File: config.mk
export PLATFORM = sky130hd
export DESIGN_NAME = pipe_steer
export DESIGN_NICKNAME = d
export VERILOG_FILES = /design/src/rtl/steer_pkg.sv /design/src/rtl/steer_slot.sv /design/src/rtl/steer_entry.sv /design/src/rtl/pipe_steer.sv
export SDC_FILE = /design/constraint.sdc
export NUM_CORES = 1
export LEC_CHECK = 0
export BUFFER_PORTS_ARGS = -buffer_cell sky130_fd_sc_hd__buf_2
export CAP_MARGIN = 20
export CORE_MARGIN = 5
export CORE_UTILIZATION = 51
export CTS_CLUSTER_DIAMETER = 150
export DETAILED_ROUTE_END_ITERATION = 8
export PLACE_DENSITY_LB_ADDON = 0.2
export REMOVE_ABC_BUFFERS = 1
export SETUP_SLACK_MARGIN = 0.1
export SYNTH_ARGS = -nofsm -noshare
export SYNTH_HDL_FRONTEND = slang
export SYNTH_SLANG_ARGS = --single-unit
File: constraint.sdc
create_clock -name clk -period 2.58 [get_ports clk]
set_input_delay 0.129 -clock clk [delete_from_list [all_inputs] [get_ports clk]]
set_output_delay 0.129 -clock clk [all_outputs]
set_load 0.01 [all_outputs]
File: src/rtl/steer_pkg.sv
package steer_pkg;
   localparam int NPIPE   = 4;
   localparam int CLS_W   = 3;
   localparam int P_I     = 0;
   localparam int P_J     = 1;
   localparam int P_L     = 2;
   localparam int P_F     = 3;

   localparam logic [CLS_W-1:0] C_FLEX = 3'd0;
   localparam logic [CLS_W-1:0] C_CPLX = 3'd1;
   localparam logic [CLS_W-1:0] C_MEM  = 3'd2;
   localparam logic [CLS_W-1:0] C_FLT  = 3'd3;
   localparam logic [CLS_W-1:0] C_PAIR = 3'd4;
   localparam logic [CLS_W-1:0] C_SYNC = 3'd5;

   // Pipe entries a fixed-placement class must hold together; the
   // flexible class returns zero and is placed by the slot picker.
   function automatic logic [NPIPE-1:0] fixed_need(input logic [CLS_W-1:0] c);
      logic [NPIPE-1:0] m;
      m = '0;
      case (c)
         C_FLEX: m = '0;
         C_MEM:  m[P_L] = 1'b1;
         C_FLT:  m[P_F] = 1'b1;
         C_PAIR: begin m[P_I] = 1'b1; m[P_L] = 1'b1; end
         C_SYNC: m = '1;
         default: m[P_I] = 1'b1;   // complex and reserved codes
      endcase
      return m;
   endfunction
endpackage

File: src/rtl/steer_slot.sv
module steer_slot
   import steer_pkg::*;
#(
   parameter bit ALLOW_PAIR  = 1'b1,
   parameter bit FLEX_J_FIRST = 1'b0
) (
   input  logic             en,
   input  logic [CLS_W-1:0] cls,
   input  logic [NPIPE-1:0] avail,
   output logic [NPIPE-1:0] grant,
   output logic             ok
);
   localparam int FIRST  = FLEX_J_FIRST ? P_J : P_I;
   localparam int SECOND = FLEX_J_FIRST ? P_I : P_J;

   logic [NPIPE-1:0] need;

   always_comb begin
      need  = fixed_need(cls);
      grant = '0;
      ok    = 1'b0;
      if (en) begin
         if (cls == C_FLEX) begin
            if (avail[FIRST])       grant[FIRST]  = 1'b1;
            else if (avail[SECOND]) grant[SECOND] = 1'b1;
            ok = |grant;
         end else if (cls == C_PAIR && !ALLOW_PAIR) begin
            ok = 1'b0;
         end else if ((need & ~avail) == '0) begin
            grant = need;
            ok    = 1'b1;
         end
      end
   end

   // nothing granted that was not offered
   always_comb begin
      p_grant_free_r9: assert ((grant & ~avail) == '0)
         else $error("grant to unavailable pipe");
   end
endmodule

File: src/rtl/steer_entry.sv
module steer_entry #(
   parameter int DATA_W = 32
) (
   input  logic              clk,
   input  logic              rst_n,
   input  logic              take0,
   input  logic              take1,
   input  logic [DATA_W-1:0] d0,
   input  logic [DATA_W-1:0] d1,
   output logic              valid_q,
   output logic              src_q,
   output logic [DATA_W-1:0] data_q
);
   always_ff @(posedge clk) begin
      if (!rst_n) begin
         valid_q <= 1'b0;
         src_q   <= 1'b0;
         data_q  <= '0;
      end else begin
         valid_q <= take0 | take1;
         if (take0 | take1) begin
            src_q  <= take1;
            data_q <= take1 ? d1 : d0;
         end
      end
   end

   // a valid entry was taken on the previous edge
   p_pulse_r10: assert property (@(posedge clk) disable iff (!rst_n)
      valid_q |-> $past(take0 | take1))
      else $error("entry valid without a take");
   // one source per entry per cycle
   p_one_src_r7: assert property (@(posedge clk) disable iff (!rst_n)
      !(take0 && take1))
      else $error("entry taken by both slots");
endmodule

File: src/rtl/pipe_steer.sv
module pipe_steer
   import steer_pkg::*;
#(
   parameter int DATA_W       = 32,
   parameter bit FLEX_J_FIRST = 1'b0
) (
   input  logic                         clk,
   input  logic                         rst_n,
   input  logic                         s0_valid,
   input  logic [2:0]                   s0_class,
   input  logic [DATA_W-1:0]            s0_data,
   output logic                         s0_ready,
   input  logic                         s1_valid,
   input  logic [2:0]                   s1_class,
   input  logic [DATA_W-1:0]            s1_data,
   output logic                         s1_ready,
   input  logic [3:0]                   pipe_busy,
   output logic [3:0]                   pipe_valid,
   output logic [3:0]                   pipe_src,
   output logic [3:0][DATA_W-1:0]       pipe_data
);
   if (DATA_W < 1) begin : g_bad_width
      $error("DATA_W must be at least 1");
   end
   if (NPIPE != 4 || CLS_W != 3) begin : g_bad_pkg
      $error("port widths assume four pipes and 3-bit classes");
   end

   logic [NPIPE-1:0] grant0, grant1, avail0, avail1;
   logic             ok0, ok1, en0, en1;

   assign en0    = rst_n & s0_valid;
   assign avail0 = ~pipe_busy;

   steer_slot #(.ALLOW_PAIR(1'b1), .FLEX_J_FIRST(FLEX_J_FIRST)) u_slot0 (
      .en(en0), .cls(s0_class), .avail(avail0), .grant(grant0), .ok(ok0));

   // Slot 1 is younger: it only competes once slot 0 has been placed.
   assign en1    = rst_n & s1_valid & ok0;
   assign avail1 = ~pipe_busy & ~grant0;

   steer_slot #(.ALLOW_PAIR(1'b0), .FLEX_J_FIRST(FLEX_J_FIRST)) u_slot1 (
      .en(en1), .cls(s1_class), .avail(avail1), .grant(grant1), .ok(ok1));

   assign s0_ready = ok0;
   assign s1_ready = ok1;

   for (genvar p = 0; p < NPIPE; p++) begin : g_entry
      steer_entry #(.DATA_W(DATA_W)) u_ent (
         .clk(clk), .rst_n(rst_n),
         .take0(grant0[p]), .take1(grant1[p]),
         .d0(s0_data), .d1(s1_data),
         .valid_q(pipe_valid[p]), .src_q(pipe_src[p]), .data_q(pipe_data[p]));
   end

   // younger slot never overtakes the older one
   p_inorder_r8: assert property (@(posedge clk) disable iff (!rst_n)
      s1_ready |-> s0_ready)
      else $error("slot 1 accepted ahead of slot 0");
   // an atomic in slot 1 is held
   p_pair_slot0_r5: assert property (@(posedge clk) disable iff (!rst_n)
      (s1_valid && s1_class == C_PAIR) |-> !s1_ready)
      else $error("atomic accepted from slot 1");
   // atomic claims I and L together
   p_pair_both_r5: assert property (@(posedge clk) disable iff (!rst_n)
      (s0_ready && s0_class == C_PAIR) |=> (pipe_valid[P_I] && pipe_valid[P_L]))
      else $error("atomic missing an entry");
   // synchronize claims every entry
   p_sync_all_r6: assert property (@(posedge clk) disable iff (!rst_n)
      (s0_ready && s0_class == C_SYNC) |=> (pipe_valid == 4'hF))
      else $error("synchronize missing an entry");
   // no dispatch into a pipe busy at acceptance
   p_no_busy_r9: assert property (@(posedge clk) disable iff (!rst_n)
      (pipe_valid & $past(pipe_busy)) == 4'h0)
      else $error("dispatch to busy pipe");
endmodule

==> metrics.md <==
| Metric | Value |
|---|---|
| Top cells by area, synth | dfxtp_1, mux2i_1, a32oi_1 |
| GRT Overall Usage | 29.7% |
| Most frequent cells in the layout | buf_2, dfxtp_1, nand2_1, a21oi_1, mux2i_1 |
| Warnings from Yosys | 0 |
| Hold Violations, Final | 0 |
| Metal3 WL | 2280 um |
| Worst path most repeated cell | buf_2 |
| Worst path arrival time | 2.11 ns |
| # DRC | 0 |
| Outcome | finished, final reports clean |
| Final min period | 2.24 ns |
| Lkg Pwr | 0.00396 uW |
| Fmax | 0.447 GHz |
| Post-synth ARST share | 0% |
| IO Pins | 216 |
| Average size of a mapped cell | 8.83 um^2 |
| Syn Inst Count | 767 |
| Ant diodes | 0 |
| First-pass GRT wire length | 38400 um |
| Final period util | 86.8% |
| Cts bufs inserted | 17 |
| #FFs+latches synth | 136 |
| Peak supply drop | 0.442 mV |
| Largest area contributor in the netlist | dfxtp_1 |
| Count of non-filler cells in the finished layout | 1174 |
| Drt pass-1 iters | 6 |
| Starting Density | 51.5% |
| Placed Area | 7970 um^2 |
| WL per Instance | 20.8 um |
| CP delay by family, top | simple AND/OR/NAND/NOR gates |
| Placed Cells | 1092 |
| Die outline width | 125 um |
| CP startpoint kind | input port |
| Clock root buffer | clkbuf_16 |
| Worst path cell trace | buf_2, nand3b_1, o211ai_4, o211a_1, nand4_1, buf_4, nor2_1, buf_2 |
| Synthesized cell area | 6770 um^2 |
| Largest stage delay, worst path | 0.35 ns |
| Antenna viol nets, final | 0 |
| Final GP Congestion | 0.896 |
| Port bufs | 215 |
| Actual slew at the worst max-slew pin | 1.00 ns |
| Clock Path Buffers | 2 |
| H-tree lvl count | 4 |
| Total number of vias | 7417 |
| Final Skew | 0 ns |
| Worst-path clk slew | 0.06 ns |
| Pin count of the biggest net entering global routing | 128 |
| Height of the die | 125 um |
| Worst-path fanout max | 13 |
| Slew Limit Fails | 0 |
| Setup repair after global routing missed its margin | false |
| Total core area | 13100 um^2 |
| Met1 wire length | 10100 um |
| Number of synthesized flops with an enable pin | 0 |
| Worst-Skew Late Latency | 0.42 ns |
| Commonest non-fill, non-tap cell in the layout | buf_2 |
| Detailed placement HPWL | 15400 um |
| Power per cell area | 569 nW/um^2 |
| Antenna violations before repair | 0 |
| Area Overhead vs Synth | 33.8% |
| CP Class | in2out |
| Post-Route WL | 24500 um |
| Slew margin rel. | 33.4% |
| Crit path setup slack, layout | 0.341 ns |
| Finish-stage setup viols | 0 |
| Layout Nets | 1063 |
| Netlist cell types | 55 |
| WHS | 0.00728 ns |
| GRT overflow | 0 |
| Post-synth top flop | dfxtp_1 |
| Worst min path class | in2reg |
| Highest metal used | met4 |
| Pre-CTS setup slack | 0.189 ns |
| Vias in the first global route | 7234 |
| Via density | 6.32 |
| CP endpoint kind | output port |
| Synth top area share | 40.2% |
| WL met2 | 11300 um |
| Share of layout cells above drive strength 1 | 29.3% |
| Critical path buffers and inverters | 3 |
| WP data required | 2.45 ns |
| Critical path's slowest cell | o211ai_4 |
| Std-Cell Rows | 42 |
| Max cap viols | 0 |
| Number of DRC markers in iteration 0 | 802 |
| Design Area, Final | 9060 um^2 |
| Total die area | 15700 um^2 |
| TritonCTS clock tree | yes |
| Clock sinks | 136 |
| Seq/Total Area, Yosys | 40.2% |
## cell families after synthesis
family,count (synthesis),share of synthesized area [%]
muxes,68,10.1
and+or+nand+nor,149,11.4
DFF,136,40.2
xor gates and xnor gates,1,0.129
buffers and inverters,98,6.77
AOI/OAI and AO/OA,315,31.4
## sequential cells by signal (all words and copies together), names as in the netlist
signal	cells
g_entry.u_ent.src_q	4
g_entry.u_ent.data_q	128
g_entry.u_ent.valid_q	4
## path summary, 6_finish.rpt
| check | startpoint | to | slack (ns) | cells after the start |
|---|---|---|---|---|
| worst max-delay path | s0_class[1] | s1_ready | 0.34 | 8 |
| worst min-delay path | s1_data[16] | g_entry[0].u_ent.data_q[16] | 0.007 | 3 |
| worst min register to register | g_entry[2].u_ent.data_q[14] | g_entry[2].u_ent.data_q[14] | 0.45 | 2 |
| worst max register to register | g_entry[3].u_ent.data_q[29] | g_entry[3].u_ent.data_q[29] | 1.67 | 3 |
## worst reg2reg max path, stage by stage, from the launching register on
cell	delay, ns
dfxtp_1	0.32
mux2_2	0.26
a21oi_1	0.12
a311oi_1	0.06
## metal layers
metal  vias up  track usage, %
li1       3350               -
met1      3505            38.0
met2       492            47.4
met3        70            7.59
met4         0            13.8
met5         -               0
## per-stage QoR
step,TNS (ns),power (uW),utilization [%]
CTS,0,5140,68.7
global placement,0,2750,60.6
floorplan,-194.24,2450,-
detailed placement,0,2770,60.6
global route,0,5310,68.9
finish,0,5150,68.9
## synth_stat cells, types with 2 or more instances
cell type,count
dfxtp_1,136
nand2_1,74
a21oi_1,70
mux2i_1,67
a32oi_1,61
clkbuf_1,57
and3_1,35
o21ai_1,35
o21ai_0,34
o31ai_1,34
a21boi_0,32
o211ai_1,31
buf_2,18
buf_4,12
nor2_1,7
buf_1,4
nand2b_1,4
nor3_1,4
buf_6,3
inv_1,3
nand3_1,3
nand4_1,3
nor2b_1,3
a211oi_1,2
a21boi_1,2
and2_1,2
nor3b_1,2
o21a_1,2
## power breakdown
group | internal [uW] | leakage (uW) | switching [uW]
combinational | 232 | 0.00258 | 400
clock | 1450 | 0.000283 | 898
sequential | 2150 | 0.00110 | 25.1
## cell type report
type | count | area (um^2)
Clock buffer | 25 | 505
Clock inverter | 7 | 66.3
Fill cell | 1081 | 4080
Inverter | 4 | 15.0
Multi-Input combinational cell | 534 | 3690
Sequential cell | 136 | 2720
Tap cell | 176 | 220
Timing Repair Buffer | 292 | 1830
## what timing repair did
action / 4_1_cts / 5_1_grt
resized for setup: 0 / 0
hold endpoints to repair: 44 / 0
endpoints found under the setup margin: 0 / 4
hold buffers: 48 / 0
buffers inserted: 0 / 0
Power figures use the tool's default switching activity.
